## src/rtl/mgmtPkg.sv

```systemverilog
package mgmtPkg;
  localparam int PRE_BITS   = 32;
  localparam int FRAME_BITS = 32;
  localparam int DIV_W      = 8;
  localparam int SR_W       = PRE_BITS + FRAME_BITS;

  localparam logic [1:0] OP_ADDR     = 2'b00;
  localparam logic [1:0] OP_WRITE    = 2'b01;
  localparam logic [1:0] OP_READ     = 2'b11;
  localparam logic [1:0] OP_READ_INC = 2'b10;

  typedef struct packed {
    logic load;
    logic shift;
    logic sampleTa;
    logic sampleData;
    logic done;
  } mgmtStrobeT;
endpackage

```

## src/rtl/mgmtSeq.sv

```systemverilog
module mgmtSeq
  import mgmtPkg::*;
(
  input  logic             clk,
  input  logic             rstN,
  input  logic             startAddr,
  input  logic             startWr,
  input  logic             startRd,
  input  logic             preDisNext,
  input  logic [DIV_W-1:0] halfDiv,
  output mgmtStrobeT       stb,
  output logic             mdc,
  output logic             addrBusy,
  output logic             dataBusy,
  output logic             readFrame,
  output logic             mdioOe
);
  localparam int REM_W = $clog2(SR_W + 1);
  localparam logic [REM_W-1:0] REM_FULL  = REM_W'(SR_W);
  localparam logic [REM_W-1:0] REM_SHORT = REM_W'(FRAME_BITS);
  localparam logic [REM_W-1:0] REM_TA1   = REM_W'(FRAME_BITS - 14);
  localparam logic [REM_W-1:0] REM_TA2   = REM_W'(FRAME_BITS - 15);
  localparam logic [REM_W-1:0] REM_DATA  = REM_W'(16);

  logic [DIV_W-1:0] divCnt;
  logic [REM_W-1:0] remBits;
  logic busy, startAny, edgeTick, riseTick, fallTick, lastBit;

  assign busy     = addrBusy | dataBusy;
  assign startAny = !busy && (startAddr || startWr || startRd);
  assign edgeTick = busy && (divCnt == halfDiv);
  assign riseTick = edgeTick && !mdc;
  assign fallTick = edgeTick && mdc;
  assign lastBit  = (remBits == REM_W'(1));

  always_comb begin
    stb.load       = startAny;
    stb.shift      = fallTick && !lastBit;
    stb.done       = fallTick && lastBit;
    stb.sampleTa   = riseTick && readFrame && (remBits == REM_TA2);
    stb.sampleData = riseTick && readFrame && (remBits <= REM_DATA);
  end

  assign mdioOe = busy && !(readFrame && (remBits <= REM_TA1));

  always_ff @(posedge clk) begin
    if (!rstN) begin
      addrBusy  <= 1'b0;
      dataBusy  <= 1'b0;
      readFrame <= 1'b0;
      remBits   <= '0;
      divCnt    <= '0;
      mdc       <= 1'b0;
    end else if (startAny) begin
      addrBusy  <= startAddr;
      dataBusy  <= startWr | startRd;
      readFrame <= startRd;
      remBits   <= preDisNext ? REM_SHORT : REM_FULL;
      divCnt    <= '0;
      mdc       <= 1'b0;
    end else if (busy) begin
      if (edgeTick) begin
        divCnt <= '0;
        mdc    <= ~mdc;
        if (mdc) begin
          if (lastBit) begin
            addrBusy  <= 1'b0;
            dataBusy  <= 1'b0;
            readFrame <= 1'b0;
          end else begin
            remBits <= remBits - REM_W'(1);
          end
        end
      end else begin
        divCnt <= divCnt + DIV_W'(1);
      end
    end
  end

  AST_ONE_BUSY: assert property (@(posedge clk) disable iff (!rstN)
    !(addrBusy && dataBusy));
  AST_MDC_IDLE_LOW: assert property (@(posedge clk) disable iff (!rstN)
    !(addrBusy || dataBusy) |-> !mdc);
  AST_DIV_RANGE: assert property (@(posedge clk) disable iff (!rstN)
    (addrBusy || dataBusy) |-> (divCnt <= halfDiv));
  AST_NO_START_BUSY: assert property (@(posedge clk) disable iff (!rstN)
    (busy && !stb.done) |=> $stable(readFrame));
endmodule

```

## src/rtl/mgmtRegs.sv

```systemverilog
module mgmtRegs
  import mgmtPkg::*;
#(
  parameter int ADDR_W   = 8,
  parameter int REG_BASE = 'h30
) (
  input  logic              clk,
  input  logic              rstN,
  input  logic [ADDR_W-1:0] busAddr,
  input  logic              busWrEn,
  input  logic [31:0]       busWrData,
  output logic [31:0]       busRdData,
  input  mgmtStrobeT        stb,
  input  logic              addrBusy,
  input  logic              dataBusy,
  input  logic              readFrame,
  input  logic              mdioIn,
  output logic              startAddr,
  output logic              startWr,
  output logic              startRd,
  output logic              preDisNext,
  output logic [DIV_W-1:0]  halfDiv,
  output logic              mdioOut
);
  localparam int WA_W = ADDR_W - 2;
  localparam logic [WA_W-1:0] W_STAT = WA_W'(REG_BASE / 4);
  localparam logic [WA_W-1:0] W_CTL  = WA_W'(REG_BASE / 4 + 1);
  localparam logic [WA_W-1:0] W_DATA = WA_W'(REG_BASE / 4 + 2);
  localparam logic [WA_W-1:0] W_ADDR = WA_W'(REG_BASE / 4 + 3);

  logic [4:0]  devAddr, portAddr, nextDev, nextPort;
  logic        preDis, scanEn, postInc, rdReq, nextPostInc;
  logic [15:0] dataReg, addrReg, capture, payload;
  logic        readErr;
  logic [SR_W-1:0] sr;
  logic [1:0]  opcode, taBits;
  logic [FRAME_BITS-1:0] frame;
  logic [WA_W-1:0] word;
  logic wrOk, wrStat, wrCtl, wrData, wrAddr;
  logic unusedBits;

  assign unusedBits = ^{busWrData[31:16], busWrData[13:12], busAddr[1:0]};

  assign word   = busAddr[ADDR_W-1:2];
  assign wrOk   = busWrEn && !(addrBusy || dataBusy);
  assign wrStat = wrOk && (word == W_STAT);
  assign wrCtl  = wrOk && (word == W_CTL);
  assign wrData = wrOk && (word == W_DATA);
  assign wrAddr = wrOk && (word == W_ADDR);

  assign startAddr = wrAddr;
  assign startWr   = wrData;
  assign startRd   = wrCtl && busWrData[15];

  assign nextDev     = wrCtl ? busWrData[4:0]  : devAddr;
  assign nextPort    = wrCtl ? busWrData[9:5]  : portAddr;
  assign preDisNext  = wrCtl ? busWrData[10]   : preDis;
  assign nextPostInc = wrCtl ? busWrData[14]   : postInc;

  always_comb begin
    if (startAddr) begin
      opcode  = OP_ADDR;
      taBits  = 2'b10;
      payload = busWrData[15:0];
    end else if (startWr) begin
      opcode  = OP_WRITE;
      taBits  = 2'b10;
      payload = busWrData[15:0];
    end else begin
      opcode  = nextPostInc ? OP_READ_INC : OP_READ;
      taBits  = 2'b11;
      payload = 16'hFFFF;
    end
    frame = {2'b00, opcode, nextPort, nextDev, taBits, payload};
  end

  always_ff @(posedge clk) begin
    if (!rstN) begin
      halfDiv  <= '0;
      devAddr  <= '0;
      portAddr <= '0;
      preDis   <= 1'b0;
      scanEn   <= 1'b0;
      postInc  <= 1'b0;
      rdReq    <= 1'b0;
      addrReg  <= '0;
    end else begin
      if (wrStat) halfDiv <= busWrData[15:8];
      if (wrCtl) begin
        devAddr  <= busWrData[4:0];
        portAddr <= busWrData[9:5];
        preDis   <= busWrData[10];
        scanEn   <= busWrData[11];
        postInc  <= busWrData[14];
        rdReq    <= busWrData[15];
      end
      if (wrAddr) addrReg <= busWrData[15:0];
    end
  end

  always_ff @(posedge clk) begin
    if (!rstN) begin
      sr      <= '0;
      capture <= '0;
      readErr <= 1'b0;
      dataReg <= '0;
    end else begin
      if (stb.load)
        sr <= preDisNext ? {frame, {PRE_BITS{1'b0}}} : {{PRE_BITS{1'b1}}, frame};
      else if (stb.shift)
        sr <= {sr[SR_W-2:0], 1'b0};
      if (stb.sampleData) capture <= {capture[14:0], mdioIn};
      if (stb.load) readErr <= 1'b0;
      else if (stb.sampleTa && mdioIn) readErr <= 1'b1;
      if (wrData) dataReg <= busWrData[15:0];
      else if (stb.done && readFrame) dataReg <= readErr ? 16'hFFFF : capture;
    end
  end

  assign mdioOut = sr[SR_W-1];

  always_comb begin
    case (word)
      W_STAT:  busRdData = {16'h0, halfDiv, 6'h0, readErr, addrBusy};
      W_CTL:   busRdData = {16'h0, rdReq, postInc, 2'b00, scanEn, preDis, portAddr, devAddr};
      W_DATA:  busRdData = {dataBusy, 15'h0, dataReg};
      W_ADDR:  busRdData = {16'h0, addrReg};
      default: busRdData = 32'h0;
    endcase
  end

  AST_ERR_CLEAR_ON_START: assert property (@(posedge clk) disable iff (!rstN)
    stb.load |=> !readErr);
  AST_ERR_ALL_ONES: assert property (@(posedge clk) disable iff (!rstN)
    (stb.done && readFrame && readErr) |=> (dataReg == 16'hFFFF));
  AST_BUSY_DROPS_DATA: assert property (@(posedge clk) disable iff (!rstN)
    ((addrBusy || dataBusy) && !stb.done) |=> $stable(dataReg));
  AST_BUSY_DROPS_ADDR: assert property (@(posedge clk) disable iff (!rstN)
    (addrBusy || dataBusy) |=> $stable(addrReg));
endmodule

```

## src/rtl/mgmtBusCtrl.sv

```systemverilog
module mgmtBusCtrl
  import mgmtPkg::*;
#(
  parameter int ADDR_W   = 8,
  parameter int REG_BASE = 'h30
) (
  input  logic              clk,
  input  logic              rstN,
  input  logic [ADDR_W-1:0] busAddr,
  input  logic              busWrEn,
  input  logic [31:0]       busWrData,
  output logic [31:0]       busRdData,
  output logic              mdc,
  output logic              mdioOut,
  output logic              mdioOe,
  input  logic              mdioIn
);
  mgmtStrobeT stb;
  logic startAddr, startWr, startRd, preDisNext;
  logic addrBusy, dataBusy, readFrame;
  logic [DIV_W-1:0] halfDiv;

  mgmtRegs #(.ADDR_W(ADDR_W), .REG_BASE(REG_BASE)) i_regs (
    .clk(clk), .rstN(rstN), .busAddr(busAddr), .busWrEn(busWrEn),
    .busWrData(busWrData), .busRdData(busRdData), .stb(stb),
    .addrBusy(addrBusy), .dataBusy(dataBusy), .readFrame(readFrame),
    .mdioIn(mdioIn), .startAddr(startAddr), .startWr(startWr),
    .startRd(startRd), .preDisNext(preDisNext), .halfDiv(halfDiv),
    .mdioOut(mdioOut)
  );

  mgmtSeq i_seq (
    .clk(clk), .rstN(rstN), .startAddr(startAddr), .startWr(startWr),
    .startRd(startRd), .preDisNext(preDisNext), .halfDiv(halfDiv),
    .stb(stb), .mdc(mdc), .addrBusy(addrBusy), .dataBusy(dataBusy),
    .readFrame(readFrame), .mdioOe(mdioOe)
  );

  AST_MDIO_HOLD_HIGH: assert property (@(posedge clk) disable iff (!rstN)
    (mdc && $past(mdc)) |-> $stable(mdioOut));
  AST_OE_HOLD_HIGH: assert property (@(posedge clk) disable iff (!rstN)
    (mdc && $past(mdc)) |-> $stable(mdioOe));
endmodule

```

## config.mk

```make
export PLATFORM = sky130hd
export DESIGN_NAME = mgmtBusCtrl
export DESIGN_NICKNAME = d
export VERILOG_FILES = /design/src/rtl/mgmtPkg.sv /design/src/rtl/mgmtSeq.sv /design/src/rtl/mgmtRegs.sv /design/src/rtl/mgmtBusCtrl.sv
export SDC_FILE = /design/constraint.sdc
export NUM_CORES = 1
export LEC_CHECK = 0
export ABC_CLOCK_PERIOD_IN_PS = 2700
export BUFFER_PORTS_ARGS = -buffer_cell sky130_fd_sc_hd__buf_2
export CAP_MARGIN = 25
export CORE_AREA = 2 2 180 182
export CTS_CLUSTER_SIZE = 40
export DETAILED_ROUTE_END_ITERATION = 12
export DIE_AREA = 0 0 182 184
export PLACE_DENSITY_LB_ADDON = 0.08
export SLEW_MARGIN = 10
export SYNTH_ARGS = -nofsm -noshare
export SYNTH_HDL_FRONTEND = slang
export SYNTH_SLANG_ARGS = --single-unit
```

## constraint.sdc

```tcl
create_clock -name clk -period 2.7 [get_ports clk]
set_clock_uncertainty 0.2 [all_clocks]
set_input_delay 0.27 -clock clk [delete_from_list [all_inputs] [get_ports clk]]
set_output_delay 0.27 -clock clk [all_outputs]
set_load 0.01 [all_outputs]
```

# Yosys cells after proc, flatten, opt, wreduce, memory -nomap -nowiden
# Cells that the tools add are included.
# Widths: inputs -> output; s select.
[word_totals]
register_bits = 154
input_bits = 44
out_inout_bits = 35
elab_cells = 103
[op_classes]
n_addsub = 2
magnitude_cmp = 2
n_eq_ne = 8
n_mux = 32
bitwise_logic = 4
reduce_logical = 37
[ops]
columns = ["operator", "n"]
rows = [
  ["$mux 64", 3],
  ["$pmux 32 s4", 1],
  ["$mux 16", 5],
  ["$mux 7", 6],
  ["$eq 6x4->1 const B", 4],
  ["$logic_and 1x1->1", 19],
  ["$le 7x5->1 const B", 2],
  ["$reduce_bool 2->1", 6],
  ["$mux 1", 11],
  ["$mux 5", 2],
  ["$add 8x1->8 const B", 1],
  ["$eq 8x8->1", 1],
  ["$mux 8", 1],
  ["$reduce_and 4->1", 2],
  ["$eq 7x1->1 const B", 1],
  ["$eq 7x5->1 const B", 1],
  ["$sub 7x1->7 const B", 1],
  ["$mux 2", 3],
  ["$logic_not 1->1", 5],
  ["$logic_or 1x1->1", 3],
  ["$ne 2x1->1 const B", 1],
  ["$not 1->1", 2],
  ["$or 1x1->1", 2],
  ["$reduce_and 2->1", 1],
  ["$reduce_or 2->1", 1],
]

# Logic depth before layout (Yosys ltp)
# Gate-level depths: netlist of run 1.
[depth]
depth_word = 10
ltp_mapped = 9
mapped_depth_nobuf = 7

# Cells and area by module
# A second synthesis of run 1 with hierarchy kept.
[hier_totals]
cells_unflattened = 905
hier_area_um2 = 7648.6
[modules_own_cells]
columns = ["mod", "n_inst", "cells_per_inst", "area_per_inst_um2", "seq_area_each_um2"]
rows = [
  ["mgmtRegs", 1, 768, 6573.8, 2702.6],
  ["mgmtSeq", 1, 137, 1074.8, 380.4],
]

# Least setup slack after synthesis of run 1
# No wires, ideal clock.
[synth_path]
kind = "reg2reg"
start = "register i_seq.remBits[1]"
end = "register i_regs.sr[17]"
setup_ps = 119
arrival_time_ps = 2011
required_time_ps = 2381
setup_slack_ps = 371
stages_incl_launch_ff = 10
path_buffers = 2
period_less_slack_ps = 2329
path_cell_list = "dfxtp_1 inv_1 ha_1 or3b_2 o2111ai_1 or3_1 buf_2 buf_4 nand2_1 o221a_2"
[synth_between]
elab_chain_len = 4
[synth_lines]
columns = ["element", "line_no", "text"]
rows = [
  ["start, declared", "mgmtSeq.sv:26", "logic [REM_W-1:0] remBits;"],
  ["start signal, assigned", "mgmtSeq.sv:58", "remBits <= preDisNext ? REM_SHORT : REM_FULL;"],
  ["start signal, assigned", "mgmtSeq.sv:71", "remBits <= remBits - REM_W'(1);"],
  ["$eq 7x1->1", "mgmtSeq.sv:34", "assign lastBit = (remBits == REM_W'(1));"],
  ["$logic_not 1->1", "mgmtSeq.sv:38", "stb.shift = fallTick && !lastBit;"],
  ["$logic_and 1x1->1", "mgmtSeq.sv:38", ""],
  ["$reduce_bool 2->1 (no line)", "-", ""],
  ["end signal, assigned", "mgmtRegs.sv:109", "sr <= preDisNext ? {frame, {PRE_BITS{1'b0}}} : {{PRE_BITS{1'b1}}, frame};"],
  ["end signal, assigned", "mgmtRegs.sv:111", "sr <= {sr[SR_W-2:0], 1'b0};"],
  ["end, declared", "mgmtRegs.sv:35", "logic [SR_W-1:0] sr;"],
]
# Every way passes these cells.
# A chain may end at the register's enable or synchronous reset.

# Worst setup path in the final report of run 1
[layout_path]
start = "register i_seq.remBits[1]"
end = "register i_regs.sr[20]"
# The elaborated chain is that of the path after synthesis.

==> results of run 1 <==
## cell usage after synthesis, types with 8 or more instances
master	instances	area share
mux2i_1	29	0.037
o22ai_1	20	0.016
nand3b_1	10	0.0096
or3_1	29	0.023
buf_2	23	0.015
nand3_1	14	0.0090
or3b_2	17	0.019
dfxtp_1	154	0.39
nor3b_1	13	0.012
buf_4	17	0.016
clkbuf_1	52	0.025
mux2_2	8	0.012
nor2_1	44	0.021
nand2_1	168	0.081
and3_1	16	0.013
nor3_1	15	0.0096
a22oi_1	8	0.0077
a311oi_1	40	0.045
and2_1	8	0.0064
or2_2	10	0.0080
o211ai_1	18	0.017
o21a_1	16	0.015
a31oi_1	8	0.0064
mux4_2	8	0.023
a21oi_1	97	0.062
nand2b_1	14	0.011
o21ai_0	9	0.0058
## sequential cells by signal, indices dropped and copies added, names as in the netlist, 5 cells and up
register / count
i_regs.sr: 64
i_regs.halfDiv: 8
i_regs.devAddr: 5
i_regs.capture: 16
i_regs.addrReg: 16
i_regs.portAddr: 5
i_regs.dataReg: 16
i_seq.divCnt: 8
i_seq.remBits: 7
## routing by layer
metal  vias to the layer above  track usage  share of wire
met5                         -            0              0
met4                         0       0.0316         0.0073
met3                         7       0.0285          0.022
li1                       3402            -              -
met2                        84        0.257           0.46
met1                      3282        0.226           0.51
## metrics by stage
stage,util,hold WS (ns),worst slack (ns),std cells,power (W)
CTS,0.297,0.0124,0.219,1384,0.00516
finish,0.298,0.0272,0.273,1384,0.00508
global route,0.298,0.0137,0.00846,1384,0.00527
detailed placement,0.274,0.241,0.209,1341,0.00261
floorplan,-,0.206,0.371,950,0.00249
global placement,0.274,0.239,0.206,1341,0.00261
## kinds of logic after synthesis
family                   count (synthesis)  synth area share
buffers and inverters                  106            0.0628
adder cells (fa/ha/maj)                  4           0.00640
flip-flops                             154             0.394
AO/OA/AOI/OAI                          231             0.193
XOR/XNOR                                16            0.0227
AND/OR/NAND/NOR                        378             0.246
other                                    1          0.000479
multiplexers                            46            0.0745
## power groups by stage
stage / Clock [W] / Sequential (W) / Combinational [W]
after floorplan: 0 / 0.00234 / 0.000143
after global placement: 0 / 0.00235 / 0.000258
after detailed placement: 0 / 0.00235 / 0.000258
after CTS: 0.00259 / 0.00230 / 0.000273
after global routing: 0.00268 / 0.00230 / 0.000292
final: 0.00251 / 0.00230 / 0.000267
## what timing repair did
action	CTS	global route
endpoints found under the setup margin	0	1
hold buffers	13	0
gates resized for setup	0	1
hold endpoints to repair	21	0
## final timing paths
| check | slack [ns] | end | cells past startpoint |
|---|---|---|---|
| setup / recovery | 0.27 | i_regs.sr[20]$_SDFFE_PN0P_ | 8 |
| hold / removal | 0.03 | i_regs.portAddr[4]$_SDFF_PN0_ | 3 |
| setup reg to reg | 0.27 | i_regs.sr[20]$_SDFFE_PN0P_ | 8 |
| hold reg to reg | 0.25 | i_regs.addrReg[3]$_SDFFE_PN0P_ | 2 |
## worst max-delay path, delay by kind of cell (launching register included)
kind / cells / cell delay (ns)
flops: 1 / 0.32
buf+inv: 2 / 0.31
simple gates: 3 / 0.78
compound gates: 2 / 0.52
fa+ha+maj: 1 / 0.17
## final cells by class
type	count	area, um2	area share
flip-flops and latches	154	3080	0.330
inverters	7	26.3	0.00281
repair buffers	101	778	0.0833
clock inverters	10	144	0.0154
clock buffers	20	457	0.0489
multi-input cells	690	4350	0.466
well taps	402	503	0.0538
==> flow_metrics.tcl, run 1 <==
set metrics [dict create \
    synth.distinct_cells 60 \
    final_layout_size_suffix_gt1_frac 0.183 \
    start_util 0.249 \
    slew_headroom 0.484 \
    ctsRootBufferMaster "clkbuf_16" \
    syn-cell-area_um2 7830 \
    rsz0062_at_grt "false" \
    crit_start "i_seq.remBits[1]$_SDFFE_PN0P_" \
    min_period_ns 2.43 \
    overflow 0 \
    avgSynthCellArea_um2 8.36 \
    place.gp.congestion 0.746 \
    synth_edf_count 0 \
    status "completed" \
    synth_ff_type "dfxtp_1" \
    dp_hpwl_um 17400 \
    die_area_um2 33500 \
    drt-total-wl_um 25900 \
    remaining_drc_errors 0 \
    end_kind "flop" \
    synthToLayoutAreaGrowth_pct 19.4 \
    layout_commonest_cell "nand2_1" \
    cpPeakStageDelay_ns 0.46 \
    clk_latency_ns 0.43 \
    n_fill_cell 3395 \
    fin_area_um2 9340 \
    antenna_found_initial 0 \
    most-common-layout-cells "nand2_1 (168), dfxtp_1 (154), a21oi_1 (97)" \
    placed_cell_area_um2 8610 \
    numPortBuffers 45 \
    cts.sinks 154 \
    grt_pass1_vias 6804 \
    finalSetupViolations 0 \
    power.share.clock 0.495 \
    p_int_w 0.00387 \
    vias 6775 \
    num_antenna_cells 0 \
    cp_max_fo 48 \
    detail_route.vias_per_cell 4.90 \
    ys_warn_count 0 \
    seqPwrFrac 0.452 \
    grt_use_total 0.160 \
    final_nets 1019 \
    clkTransAtPathRegs_ns 0.07 \
    max_freq_mhz 412 \
    worstPathRequired_ns 2.84 \
    drv_slew 0 \
    tns_ns 0 \
    critPathArrivalTime_ns 2.57 \
    fp.dieW_um 182 \
    critPathLaunchType "flop" \
    ant_nets 0 \
    clock_path_buffers 2 \
    p_comb_frac 0.053 \
    cpMaxStageDelayCell "or3b_2" \
    hp-class "input pin to flop" \
    power_leakage_nw 3.45 \
    grt_max_degree 82 \
    synthArstFlopShare 0 \
    grt_pass1_wl_um 41300 \
    die_y_um 184 \
    criticalPathCategory "flop to flop" \
    drtIter0Drc 385 \
    synth-seq-cells 154 \
    htree_levels 4 \
    ir_worst_vdd_mv 0.413 \
    maxCapViolations 0 \
    p_sw_frac 0.237 \
    ios 79 \
    tightest_slew_ns 0.773 \
    core-area_um2 31400 \
    cts-buffers-inserted 17 \
    hold_viol_final 0 \
    yosysSeqAreaShare 0.394 \
    post_drt_wl_per_cell_um 18.7 \
    powerDensity_nw_per_um2 543 \
    rows 65 \
    cts_tree "yes" \
    p_sw_w 0.00121 \
    dr.pass1.iters 4 \
    r2r-start "i_seq.remBits[1]$_SDFFE_PN0P_" \
    hp-start "busWrData[9]" \
    final.period_utilization 0.899 \
    crit_chain "inv_1, ha_1, or3b_2, o2111ai_1, or3_4, buf_12, nand2_1, a311oi_1" \
    postCtsSetupBuffers 0 \
    synth_cells 936 \
]
Note: power is estimated with default switching activity, not from simulation.
==> inputs of run 2 (changes only) <==
RECOVER_POWER = 50   (was default)
==> flow_metrics.tcl, run 2 (synthesis gave the netlist of run 1 again) <==
set metrics [dict create \
    seqPwrFrac 0.453 \
    start_util 0.249 \
    tightest_slew_ns 0.789 \
    vias 6831 \
    worst_hold_slack_ns 0.0237 \
    die_area_um2 33500 \
    worstPathRequired_ns 2.23 \
    ant_nets 0 \
    p_sw_w 0.00121 \
    place.gp.congestion 0.746 \
    remaining_drc_errors 0 \
    htree_levels 4 \
    cts_tree "yes" \
    grt_use_total 0.160 \
    dp_hpwl_um 17400 \
    min_period_ns 2.60 \
    n_fill_cell 3410 \
    antenna_found_initial 0 \
    rows 65 \
    ios 79 \
    core-area_um2 31400 \
    powerDensity_nw_per_um2 547 \
    numPortBuffers 45 \
    detail_route.vias_per_cell 4.94 \
    most-common-layout-cells "nand2_1 (168), dfxtp_1 (154), a21oi_1 (97)" \
    final.period_utilization 0.963 \
    hp-class "input pin to flop" \
    post_drt_wl_per_cell_um 18.7 \
    power.share.clock 0.496 \
    clock_path_buffers 2 \
    layout_commonest_cell "nand2_1" \
    largest_register_ffs 64 \
    final_layout_size_suffix_gt1_frac 0.163 \
    cts-buffers-inserted 17 \
    p_int_w 0.00387 \
    max_freq_mhz 385 \
    num_antenna_cells 0 \
    dp.cells 1341 \
    cts.sinks 154 \
    totalPowerFinal_w 0.00507 \
    status "completed" \
    hold_viol_final 0 \
    drt-total-wl_um 25900 \
    final_nets 1019 \
    finalSetupViolations 0 \
    crit_top_cell "clkbuf_1" \
    p_comb_frac 0.052 \
    end_kind "output port" \
    cpMaxStageDelayCell "clkbuf_2" \
    grt_pass1_wl_um 41300 \
    synthToLayoutAreaGrowth_pct 18.5 \
    power_leakage_nw 3.38 \
    largest_register "i_regs.sr" \
    instances_no_fill 1384 \
    crit_chain "clkbuf_1, clkbuf_2, clkbuf_1, mux4_2, and2_0, buf_2" \
    die_y_um 184 \
    grt_max_degree 82 \
    p_sw_frac 0.238 \
    slew_headroom 0.474 \
    clk_latency_ns 0.43 \
    overflow 0 \
    fp.dieW_um 182 \
    tns_ns 0 \
    ir_worst_vdd_mv 0.417 \
    critPathLaunchType "input pin" \
    critPathArrivalTime_ns 2.13 \
    rsz0062_at_grt "false" \
    cp_max_fo 14 \
    fin_area_um2 9270 \
    clkTransAtPathRegs_ns 0.06 \
    criticalPathCategory "input pin to output port" \
    drtIter0Drc 363 \
    ctsRootBufferMaster "clkbuf_16" \
    placed_cell_area_um2 8610 \
    maxCapViolations 0 \
    dr.pass1.iters 7 \
    grt_pass1_vias 6804 \
    drv_slew 0 \
    cpPeakStageDelay_ns 0.49 \
]
## run 2: cell types whose count changed in the layout (fill, tap and decap cells not counted), sizes merged
cell | before | now
clkbuf | 20 | 39
buf | 88 | 69
## run 2: area by class of cell
cell class,instances,area (um2),share of cell area
repair buffers,101,734,0.0792
multi-input cells,690,4330,0.466
clock inverters,10,144,0.0155
flip-flops and latches,154,3080,0.332
clock buffers,20,457,0.0493
inverters,7,26.3,0.00283
well taps,402,503,0.0542
## run 2: worst paths after layout
path	from	to	slack (ns)	cells after the start
max	busAddr[2]	busRdData[11]	0.1	6
min	busWrData[9]	i_regs.portAddr[4]$_SDFF_PN0_	0.02	3
max reg2reg	i_seq.addrBusy$_SDFFE_PN0P_	i_regs.sr[18]$_SDFFE_PN0P_	0.23	8
min reg2reg	i_regs.addrReg[9]$_SDFFE_PN0P_	i_regs.addrReg[9]$_SDFFE_PN0P_	0.25	2
## run 2: layer usage
metal / vias to the layer above / track usage / wire (um)
met2: 92 / 0.257 / 11900
met5: - / 0 / 0
met4: 0 / 0.0316 / 170
met3: 7 / 0.0285 / 542
met1: 3327 / 0.226 / 13300
li1: 3405 / - / -
## run 2: power groups by stage
stage	clock network (W)	registers, W	logic [W]
after floorplan	0	0.00234	0.000143
after global placement	0	0.00235	0.000258
after detailed placement	0	0.00235	0.000258
after CTS	0.00259	0.00230	0.000273
after global routing	0.00268	0.00230	0.000287
final	0.00251	0.00230	0.000264
## run 2: metrics by stage
stage,util,setup slack [ns]
5_1_grt,0.295,0.00846
3_5_place_dp,0.274,0.209
4_1_cts,0.297,0.219
6_report,0.295,0.0998
3_3_place_gp,0.274,0.206
2_1_floorplan,-,0.371
## run 2: worst max-delay path, delay by kind of cell
kind	cells	cell delay, ns
buffers and inverters	4	1.27
AND/OR/NAND/NOR	1	0.17
multiplexers	1	0.42
## run 2: what timing repair did
| item | 4_1_cts | 5_1_grt |
|---|---|---|
| resized for setup | 0 | 1 |
| hold buffers | 13 | 0 |
| setup endpoints to repair | 0 | 1 |
| endpoints found under the hold margin | 21 | 0 |
| buffers inserted | 0 | 0 |
